File: src/rtl/pwmdec_pkg.sv
package pwmdec_pkg;

   localparam int NCH = 4;

   typedef enum logic [1:0] {
      LD_COMMON = 2'd0,
      LD_PAIRED = 2'd1,
      LD_SPLIT  = 2'd2,
      LD_WAVE   = 2'd3
   } ld_mode_e;

   // halfwords that make up one step for a load mode
   function automatic logic [2:0] hw_per_step(ld_mode_e m);
      case (m)
         LD_COMMON: hw_per_step = 3'd1;
         LD_PAIRED: hw_per_step = 3'd2;
         default:   hw_per_step = 3'd4;
      endcase
   endfunction

endpackage

File: src/rtl/pwmdec_fetch.sv
module pwmdec_fetch
   import pwmdec_pkg::*;
#(
   parameter int ADDR_W = 32,
   parameter int LEN_W  = 16,
   parameter int HW_W   = 16
) (
   input  logic                  clk,
   input  logic                  rst_n,
   input  logic                  start,
   input  logic                  active,
   input  logic                  take,
   input  logic [ADDR_W-1:0]     base,
   input  logic [LEN_W-1:0]      len,
   input  ld_mode_e              mode,
   output logic                  req_valid,
   output logic [ADDR_W-1:0]     req_addr,
   input  logic                  req_ready,
   input  logic                  rsp_valid,
   input  logic [HW_W-1:0]       rsp_data,
   output logic [NCH*HW_W-1:0]   stage,
   output logic                  stage_full,
   output logic                  exhausted,
   output logic                  last_read
);
   localparam int SLOT_W = $clog2(NCH);

   logic [LEN_W-1:0]  idx;
   logic [SLOT_W-1:0] slot;
   logic              outstanding;
   logic              rsp_ok;
   logic              final_hw;
   logic              step_fill;
   logic [2:0]        per_step;

   assign per_step  = hw_per_step(mode);
   assign rsp_ok    = rsp_valid & outstanding;
   assign final_hw  = ({1'b0, idx} + 1'b1) == {1'b0, len};
   assign step_fill = ({1'b0, slot} + 3'd1) == per_step;
   assign exhausted = (idx == len);
   assign req_valid = active & ~stage_full & ~outstanding & ~exhausted;
   assign req_addr  = base + ADDR_W'({idx, 1'b0});

   always_ff @(posedge clk or negedge rst_n) begin
      if (!rst_n) begin
         idx         <= '0;
         slot        <= '0;
         outstanding <= 1'b0;
         stage_full  <= 1'b0;
         last_read   <= 1'b0;
      end else if (start) begin
         idx         <= '0;
         slot        <= '0;
         outstanding <= 1'b0;
         stage_full  <= 1'b0;
         last_read   <= 1'b0;
      end else begin
         last_read <= rsp_ok & final_hw;
         if (req_valid && req_ready) outstanding <= 1'b1;
         if (rsp_ok) begin
            outstanding <= 1'b0;
            idx         <= idx + 1'b1;
            if (step_fill || final_hw) begin
               stage_full <= 1'b1;
               slot       <= '0;
            end else begin
               slot <= slot + 1'b1;
            end
         end else if (take) begin
            stage_full <= 1'b0;
         end
      end
   end

   for (genvar s = 0; s < NCH; s++) begin : g_slot
      always_ff @(posedge clk or negedge rst_n) begin
         if (!rst_n)
            stage[s*HW_W +: HW_W] <= '0;
         else if (!start && rsp_ok && slot == SLOT_W'(s))
            stage[s*HW_W +: HW_W] <= rsp_data;
      end
   end

endmodule

File: src/rtl/pwmdec_pace.sv
module pwmdec_pace #(
   parameter int REP_W = 8
) (
   input  logic             clk,
   input  logic             rst_n,
   input  logic             start,
   input  logic             active,
   input  logic             trig,
   input  logic             period_end,
   input  logic             next_step,
   input  logic [REP_W-1:0] refresh,
   input  logic             stage_full,
   input  logic             exhausted,
   output logic             take,
   output logic             finish
);
   logic             playing;
   logic             adv_req;
   logic [REP_W-1:0] rep;
   logic             due;
   logic             boundary;

   assign boundary = active & period_end;
   assign due      = ~playing | (trig ? adv_req : (rep == '0));
   assign take     = boundary & due & stage_full;
   assign finish   = boundary & due & ~stage_full & exhausted;

   always_ff @(posedge clk or negedge rst_n) begin
      if (!rst_n) begin
         playing <= 1'b0;
         adv_req <= 1'b0;
         rep     <= '0;
      end else if (start) begin
         playing <= 1'b0;
         adv_req <= 1'b0;
         rep     <= '0;
      end else if (take) begin
         playing <= 1'b1;
         adv_req <= 1'b0;
         rep     <= refresh;
      end else if (finish) begin
         playing <= 1'b0;
         adv_req <= 1'b0;
      end else begin
         if (boundary && !due && !trig) rep <= rep - 1'b1;
         if (active && trig && playing && next_step) adv_req <= 1'b1;
      end
   end

endmodule

File: src/rtl/pwmdec_apply.sv
module pwmdec_apply
   import pwmdec_pkg::*;
#(
   parameter int HW_W     = 16,
   parameter int TOP_INIT = 16'h03FF
) (
   input  logic                clk,
   input  logic                rst_n,
   input  logic                take,
   input  ld_mode_e            mode,
   input  logic [NCH*HW_W-1:0] stage,
   output logic [NCH*HW_W-1:0] cmp,
   output logic [HW_W-1:0]     top
);
   logic [HW_W-1:0] slot_v [NCH];

   for (genvar s = 0; s < NCH; s++) begin : g_unpack
      assign slot_v[s] = stage[s*HW_W +: HW_W];
   end

   for (genvar c = 0; c < NCH; c++) begin : g_ch
      logic [HW_W-1:0] q;
      logic [HW_W-1:0] d;

      always_comb begin
         d = q;
         case (mode)
            LD_COMMON: d = slot_v[0];
            LD_PAIRED: d = slot_v[c/2];
            LD_SPLIT:  d = slot_v[c];
            default: begin
               if (c != NCH-1) d = slot_v[c];
            end
         endcase
      end

      always_ff @(posedge clk or negedge rst_n) begin
         if (!rst_n)    q <= '0;
         else if (take) q <= d;
      end

      assign cmp[c*HW_W +: HW_W] = q;
   end

   always_ff @(posedge clk or negedge rst_n) begin
      if (!rst_n)                      top <= HW_W'(TOP_INIT);
      else if (take && mode == LD_WAVE) top <= slot_v[NCH-1];
   end

endmodule

File: src/rtl/pwm_seq_decoder.sv
module pwm_seq_decoder
   import pwmdec_pkg::*;
#(
   parameter int ADDR_W   = 32,
   parameter int LEN_W    = 16,
   parameter int HW_W     = 16,
   parameter int REP_W    = 8,
   parameter int TOP_INIT = 16'h03FF
) (
   input  logic                clk,
   input  logic                rst_n,
   input  logic                start_i,
   input  logic [ADDR_W-1:0]   base_addr_i,
   input  logic [LEN_W-1:0]    len_i,
   input  logic [2:0]          cfg_i,
   input  logic [REP_W-1:0]    refresh_i,
   input  logic                period_end_i,
   input  logic                next_step_i,
   output logic                req_valid_o,
   output logic [ADDR_W-1:0]   req_addr_o,
   input  logic                req_ready_i,
   input  logic                rsp_valid_i,
   input  logic [HW_W-1:0]     rsp_data_i,
   output logic [4*HW_W-1:0]   cmp_o,
   output logic [HW_W-1:0]     top_o,
   output logic                last_read_o,
   output logic                done_o,
   output logic                busy_o
);
   if (HW_W < 2) begin : g_bad_hw
      $error("HW_W must be at least 2");
   end
   if (LEN_W < 3) begin : g_bad_len
      $error("LEN_W must be at least 3");
   end
   if (ADDR_W <= LEN_W) begin : g_bad_addr
      $error("ADDR_W must exceed LEN_W");
   end

   logic [ADDR_W-1:0] base_q;
   logic [LEN_W-1:0]  len_q;
   ld_mode_e          mode_q;
   logic              trig_q;
   logic [REP_W-1:0]  refresh_q;
   logic              active;
   logic              done_q;
   logic              take;
   logic              finish;
   logic              stage_full;
   logic              exhausted;
   logic [NCH*HW_W-1:0] stage;

   always_ff @(posedge clk or negedge rst_n) begin
      if (!rst_n) begin
         base_q    <= '0;
         len_q     <= '0;
         mode_q    <= LD_COMMON;
         trig_q    <= 1'b0;
         refresh_q <= '0;
         active    <= 1'b0;
         done_q    <= 1'b0;
      end else begin
         done_q <= finish & ~start_i;
         if (start_i) begin
            base_q    <= base_addr_i;
            len_q     <= len_i;
            mode_q    <= ld_mode_e'(cfg_i[1:0]);
            trig_q    <= cfg_i[2];
            refresh_q <= refresh_i;
            active    <= 1'b1;
         end else if (finish) begin
            active <= 1'b0;
         end
      end
   end

   pwmdec_fetch #(.ADDR_W(ADDR_W), .LEN_W(LEN_W), .HW_W(HW_W)) i_fetch (
      .clk(clk), .rst_n(rst_n), .start(start_i), .active(active), .take(take),
      .base(base_q), .len(len_q), .mode(mode_q),
      .req_valid(req_valid_o), .req_addr(req_addr_o), .req_ready(req_ready_i),
      .rsp_valid(rsp_valid_i), .rsp_data(rsp_data_i),
      .stage(stage), .stage_full(stage_full), .exhausted(exhausted),
      .last_read(last_read_o)
   );

   pwmdec_pace #(.REP_W(REP_W)) i_pace (
      .clk(clk), .rst_n(rst_n), .start(start_i), .active(active), .trig(trig_q),
      .period_end(period_end_i), .next_step(next_step_i), .refresh(refresh_q),
      .stage_full(stage_full), .exhausted(exhausted),
      .take(take), .finish(finish)
   );

   pwmdec_apply #(.HW_W(HW_W), .TOP_INIT(TOP_INIT)) i_apply (
      .clk(clk), .rst_n(rst_n), .take(take), .mode(mode_q), .stage(stage),
      .cmp(cmp_o), .top(top_o)
   );

   assign done_o = done_q;
   assign busy_o = active;

endmodule

File: config.mk
export PLATFORM = sky130hd
export DESIGN_NAME = pwm_seq_decoder
export DESIGN_NICKNAME = d
export VERILOG_FILES = /design/src/rtl/pwmdec_pkg.sv /design/src/rtl/pwmdec_fetch.sv /design/src/rtl/pwmdec_pace.sv /design/src/rtl/pwmdec_apply.sv /design/src/rtl/pwm_seq_decoder.sv
export SDC_FILE = /design/constraint.sdc
export NUM_CORES = 1
export LEC_CHECK = 0
export BUFFER_PORTS_ARGS = -buffer_cell sky130_fd_sc_hd__buf_2
export CAP_MARGIN = 20
export CORE_ASPECT_RATIO = 0.6
export CORE_MARGIN = 4
export CORE_UTILIZATION = 40
export DETAILED_ROUTE_END_ITERATION = 10
export GPL_TIMING_DRIVEN = 0
export HOLD_SLACK_MARGIN = 0.15
export SYNTH_ARGS = -nofsm -noshare
export SYNTH_HDL_FRONTEND = slang
export SYNTH_SLANG_ARGS = --single-unit
File: constraint.sdc
create_clock -name clk -period 2.9 [get_ports clk]
set_clock_uncertainty 0.2 [all_clocks]
set_input_delay 0.145 -clock clk [delete_from_list [all_inputs] [get_ports clk]]
set_output_delay 0.145 -clock clk [all_outputs]
set_load 0.05 [all_outputs]
Yosys cells after proc, flatten, opt, wreduce, memory -nomap -nowiden --
Index checks and enable logic that the tools add are counted.
Word-level totals: logic and storage cells 119, output and inout port bits 116, input bits 82, bits in registers 236
Cells by class: bitwise operators 17, $add $sub $neg 6, reductions and logical operators 31, eq/ne operators 11, multiplexer cells 30
Operators by type and width (number):
- 16-bit 2-to-1 mux | 3
- 16-bit case mux with 3 select lines | 1
- 32-bit by 17-bit adder with 32-bit output | 1
- 8-bit 2-to-1 mux | 4
- 16-bit case mux with 2 select lines | 1
- 16-bit by 1-bit adder with 17-bit output, second input constant | 1
- 17-bit by 16-bit equality test with 1-bit output | 1
- 1-bit 2-to-1 mux | 17
- 16-bit by 1-bit adder with 16-bit output, second input constant | 1
- 16-bit equality test | 1
- 3-bit nonzero test | 5
- 1-bit logical AND | 12
- 1-bit bitwise AND | 11
- 2-bit equality test, second input constant | 4
- 8-bit zero test | 1
- 8-bit by 1-bit subtractor with 8-bit output, second input constant | 1
- 2-bit 2-to-1 mux | 3
- 3-bit case mux with 2 select lines | 1
- 2-bit AND reduction | 3
- 1-bit inverter | 5
- 2-bit by 1-bit equality test with 1-bit output, second input constant | 2
- 2-bit zero test | 2
- 2-bit nonzero test | 2
- 4-bit nonzero test | 1
- other kinds (9) | 11

Depth between registers and ports, before layout --
word-level depth 10, gate-level depth with buffers 10, gate-level depth less buffers 10

Hierarchy --
Synthesis repeated with hierarchy kept, for this count alone.
Second synthesis, totals: cell total of the unflattened synthesis 1061, area total of the unflattened synthesis 12290.5 sq um
Modules (own cells, without submodules):
- pwmdec_fetch | cells each 533, seq. area each 2127.0 sq um, instances 1, area each 5281.3 sq um
- pwmdec_apply | cells each 326, seq. area each 2014.4 sq um, instances 1, area each 3769.9 sq um
- pwm_seq_decoder | cells each 130, seq. area each 1526.5 sq um, instances 1, area each 2555.0 sq um
- pwmdec_pace | cells each 72, seq. area each 250.2 sq um, instances 1, area each 684.4 sq um

Worst setup path after synthesis --
No wires, ideal clock.
kind reg-to-output, start point register i_fetch.idx[0], end point output req_addr_o[31], data required time 2.555 ns, slack -0.830 ns, arrival 3.385 ns, path buffers 0, stages on the path, launching flop included 11, cell sequence dfrtp_1 > ha_1 > inv_1 > fa_1 > nor2b_1 > o31ai_1 > a2111oi_0 > o21ai_0 > a31oi_1 > o2111ai_1 > xnor2_1
On the way: cells in the longest elaborated chain, start to end 1
RTL lines:
- start: declaration | line pwmdec_fetch.sv:28 | logic [LEN_W-1:0] idx;
- start signal: assignment | line pwmdec_fetch.sv:62 | idx <= idx + 1'b1;
- 32-bit by 17-bit adder with 32-bit output | line pwmdec_fetch.sv:42 | assign req_addr = base + ADDR_W'({idx, 1'b0});
- end: declaration | line pwm_seq_decoder.sv:20 | output logic [ADDR_W-1:0] req_addr_o,
Every way passes these cells.

Worst setup path in the final report --
start point register base_q[1], end point output req_addr_o[19]
On the way: cells in the longest elaborated chain, start to end 1
RTL lines:
- start: declaration | line pwm_seq_decoder.sv:40 | logic [ADDR_W-1:0] base_q;
- start signal: assignment | line pwm_seq_decoder.sv:65 | base_q <= base_addr_i;
- 32-bit by 17-bit adder with 32-bit output | line pwmdec_fetch.sv:42
Every way passes these cells.

==> flow_metrics.py <==
metrics = {
    "status": {
        "status": "finished with violations",
        "violations": "negative setup slack",
    },
    "placement": {
        "finalWeightedCongestion": 0.9486,
        "dp_hpwl_microns": 26400,
        "placed_cell_area_sq_um": 13510,
        "dp_cells": 1653,
        "portBuffers": 197,
        "post-place-ws_ns": -0.5206,
    },
    "setup_path": {
        "worstSetupPathType": "flop to output pin",
        "end_kind": "output pin",
        "regToRegStartpoint": "i_fetch.idx[0]",
        "critPathRequiredTime_ns": 2.56,
        "r2r-end": "i_fetch.slot[1]",
        "worstSetupStartpointType": "flop",
        "cp_max_fo": 8,
        "rrSetupSlack_ns": 0.01,
        "worstPathArrival_ns": 3.33,
        "reg2reg_depth": 9,
    },
    "cts": {
        "path_clk_slew_ns": 0.07,
        "cts_root_buf": "clkbuf_16",
        "cts_tree": "yes",
        "ctsLongestPathBuffers": 3,
        "insertion_delay_ns": 0.54,
        "cts_buffers": 25,
        "cts.sinks": 236,
        "htreeDepth": 1,
    },
    "pwr": {
        "p_leak_nw": 7.478,
        "p_per_area_nw_per_um2": 606.8,
        "ir_drop_v": 0.0003927,
    },
    "routing": {
        "antenna_left": 0,
        "vias": 9744,
        "routed_wl_microns": 37290,
        "wl_per_cell_microns": 20.48,
        "via_per_inst": 5.351,
        "dr.pass1.iters": 5,
        "drcViolationCount": 0,
        "drtIter0Drc": 897,
    },
    "sta": {
        "rsz0062_at_grt": "true",
        "worstMarginPinSlew_ns": 0.8187,
        "period_share": 1.268,
        "setup_viol": 24,
        "final_max_slew_viol_count": 0,
        "hold_viol": 0,
        "layout_setup_ws_ns": -0.7769,
        "max_slew_margin": 0.4542,
        "max_freq_ghz": 0.2720,
        "min_period_ns": 3.677,
    },
    "floorplan": {
        "die_w_microns": 228.5,
        "initial_core_util": 0.4057,
        "die_h_microns": 140.3,
        "pin_count": 198,
        "coreArea_sq_um": 28770,
        "fp-row-count": 48,
        "dieArea_sq_um": 32070,
    },
    "final_layout": {
        "nets": 1538,
        "design_area_sq_um": 16100,
        "nFillCells": 2491,
        "area_growth_pct": 37.97,
        "drive_above_1_share": 0.3654,
        "final_cells": 1821,
    },
    "logic_synthesis": {
        "ys_async_sr_fraction": 1.000,
        "yosys_warnings": 0,
        "synth_top_cell_area_share": 0.4845,
        "synth_area_leaders": "dfrtp_1, mux2_2, nand2_1",
        "syn_nets": 1190,
        "yosys_most_used_dff": "dfrtp_1",
        "synth_area_leader_cell": "dfrtp_1",
        "postSynthCellCount": 1079,
        "yosys_register_bits": 236,
        "synth_edf_count": 0,
        "yosysUniqueCellTypes": 63,
        "ys_seq_area_frac": 0.5070,
        "synth_area_sq_um": 11670,
        "syn_avg_cell_area_sq_um": 10.82,
    },
    "global_routing": {
        "grt_max_degree": 109,
        "grt_pass1_wl_microns": 57620,
        "antenna_found_initial": 1,
        "first_global_vias": 9604,
        "grtUsageTotal": 0.2283,
        "overflow": 0,
    },
    "job": {
        "maxCapViolations": 0,
    },
    "worst_hold_path": {
        "min_to": "base_q[6]",
        "hold_class": "input port to flop",
        "hp-start": "base_addr_i[6]",
        "min_path_cells": 3,
    },
}
-- cell families after synthesis --
| logic type | Yosys count | share of synthesized area |
|---|---|---|
| adder cells (fa/ha/maj) | 29 | 0.03173 |
| flip-flops | 236 | 0.5070 |
| buffers and inverters | 78 | 0.03087 |
| AND/OR/NAND/NOR | 313 | 0.1242 |
| XOR/XNOR | 64 | 0.04802 |
| AO/OA/AOI/OAI | 202 | 0.1088 |
| multiplexers | 157 | 0.1493 |
-- through the flow --
| stage | total power, mW | utilization | setup TNS [ns] | hold WS, ns |
|---|---|---|---|---|
| floorplan | 5.470 | - | -0.1905 | -0.3506 |
| global placement | 6.155 | 0.4673 | -689.78 | 0.1661 |
| detailed placement | 6.192 | 0.4696 | -19.40 | -0.1117 |
| CTS | 9.782 | 0.5511 | -12.38 | 0.1503 |
| global route | 10.18 | 0.5598 | -16.64 | 0.1599 |
| finish | 9.771 | 0.5598 | -13.28 | 0.1683 |
-- Yosys cell counts, types with 3 or more instances --
library cell / count
a22oi_1: 32
nor4_1: 5
a31oi_1: 20
o21ai_1: 7
nor3b_1: 4
nand2b_1: 3
o21a_1: 3
nor3_1: 27
o211ai_1: 4
clkbuf_1: 36
mux2i_1: 20
o21ai_0: 67
and3_1: 7
buf_6: 6
and2_1: 4
a21oi_1: 30
or3_1: 11
xor2_1: 23
nand3_1: 18
a2111oi_0: 3
inv_1: 18
nor2_1: 53
buf_2: 15
mux2_2: 135
dfrtp_1: 226
xnor2_1: 41
o21ai_2: 13
dfstp_2: 10
ha_1: 28
or2_2: 3
nand2_1: 152
nand4_1: 7
and4_1: 4
nor2b_1: 4
-- cell type report --
type	count	area, sq um	share of cell area
diodes	1	2.502	0.0001554
clock inverters	13	157.7	0.009789
plain buffers	57	309.0	0.01919
inverters	18	67.56	0.004195
clock buffers	32	691.9	0.04296
repair buffers	324	2414	0.1499
multi-input cells	765	6072	0.3770
flip-flops and latches	236	5921	0.3676
well taps	375	469.2	0.02914
-- power breakdown --
part	total [mW]	leakage [nW]	switching [mW]	internal (mW)
clock	3.39	0.425	1.43	1.96
combinational	2.32	4.01	1.51	0.815
sequential	4.06	3.05	0.406	3.65
-- repair_timing --
| item | 4_1_cts | 5_1_grt |
|---|---|---|
| gates cloned | 0 | 1 |
| setup buffers | 15 | 8 |
| resized for setup | 85 | 47 |
| endpoints found under the setup margin | 112 | 95 |
| hold buffers | 100 | 0 |
| endpoints found under the hold margin | 297 | 0 |
| pin swaps | 25 | 20 |
-- placed cells by master (no fill, tap or decap), drive strengths merged, types with 3 or more instances in the layout --
master         n
or2            3
clkinv         8
nor4           5
inv           20
nor2          54
o211ai         4
nand2        153
dfrtp        226
mux2i         20
mux2         137
clkbuf        68
dfstp         10
or3           11
nor3b          4
buf          246
nor3          27
ha            28
a31oi         20
and2           4
bufinv         3
nand2b         3
a21oi         30
dlygate4sd3   99
xor2          23
nor2b          4
and4           4
nand3         18
a22oi         32
nand4          7
a2111oi        3
o21ai         87
o21a           3
xnor2         41
and3           7
-- registers in the layout, summed over array words and instances (netlist names) --
signal,cells
i_apply.top,16
mode_q,2
i_fetch.idx,16
base_q,32
i_fetch.stage,64
i_pace.rep,8
refresh_q,8
i_fetch.last_read,1
busy_o,1
i_fetch.slot,2
done_o,1
trig_q,1
i_apply.g_ch.q,64
i_fetch.stage_full,1
i_pace.playing,1
i_fetch.outstanding,1
i_pace.adv_req,1
len_q,16
-- how the worst max path moves through the flow --
stage	from	endpoint	slack (ns)	cells past startpoint
2_1_floorplan	i_fetch.idx[0]	req_addr_o[19]	-0.08	10
3_3_place_gp	rst_n	i_fetch.idx[0]	-3.35	1
3_5_place_dp	i_fetch.idx[0]	req_addr_o[19]	-0.52	11
4_1_cts	base_q[1]	req_addr_o[19]	-0.75	12
5_1_grt	base_q[1]	req_addr_o[19]	-0.89	13
6_report	base_q[1]	req_addr_o[19]	-0.78	13
-- routing by layer --
layer,global-route usage,wire length [microns],vias to the layer above
li1,-,-,4532
met1,0.3580,18580,4893
met2,0.3227,15400,268
met3,0.04797,2569,51
met4,0.04924,745,0
met5,0,0,-
-- critical path, cell delays in order, from the launching register on --
cell,delay [ns]
dfrtp_1,0.40
ha_4,0.15
inv_2,0.04
fa_2,0.37
nor2b_4,0.16
o31ai_4,0.10
a2111oi_4,0.36
buf_4,0.21
o21ai_4,0.08
a31oi_4,0.20
buf_12,0.15
o211ai_1,0.18
xnor2_4,0.21
buf_6,0.18
(Power assumes the default switching activity.)
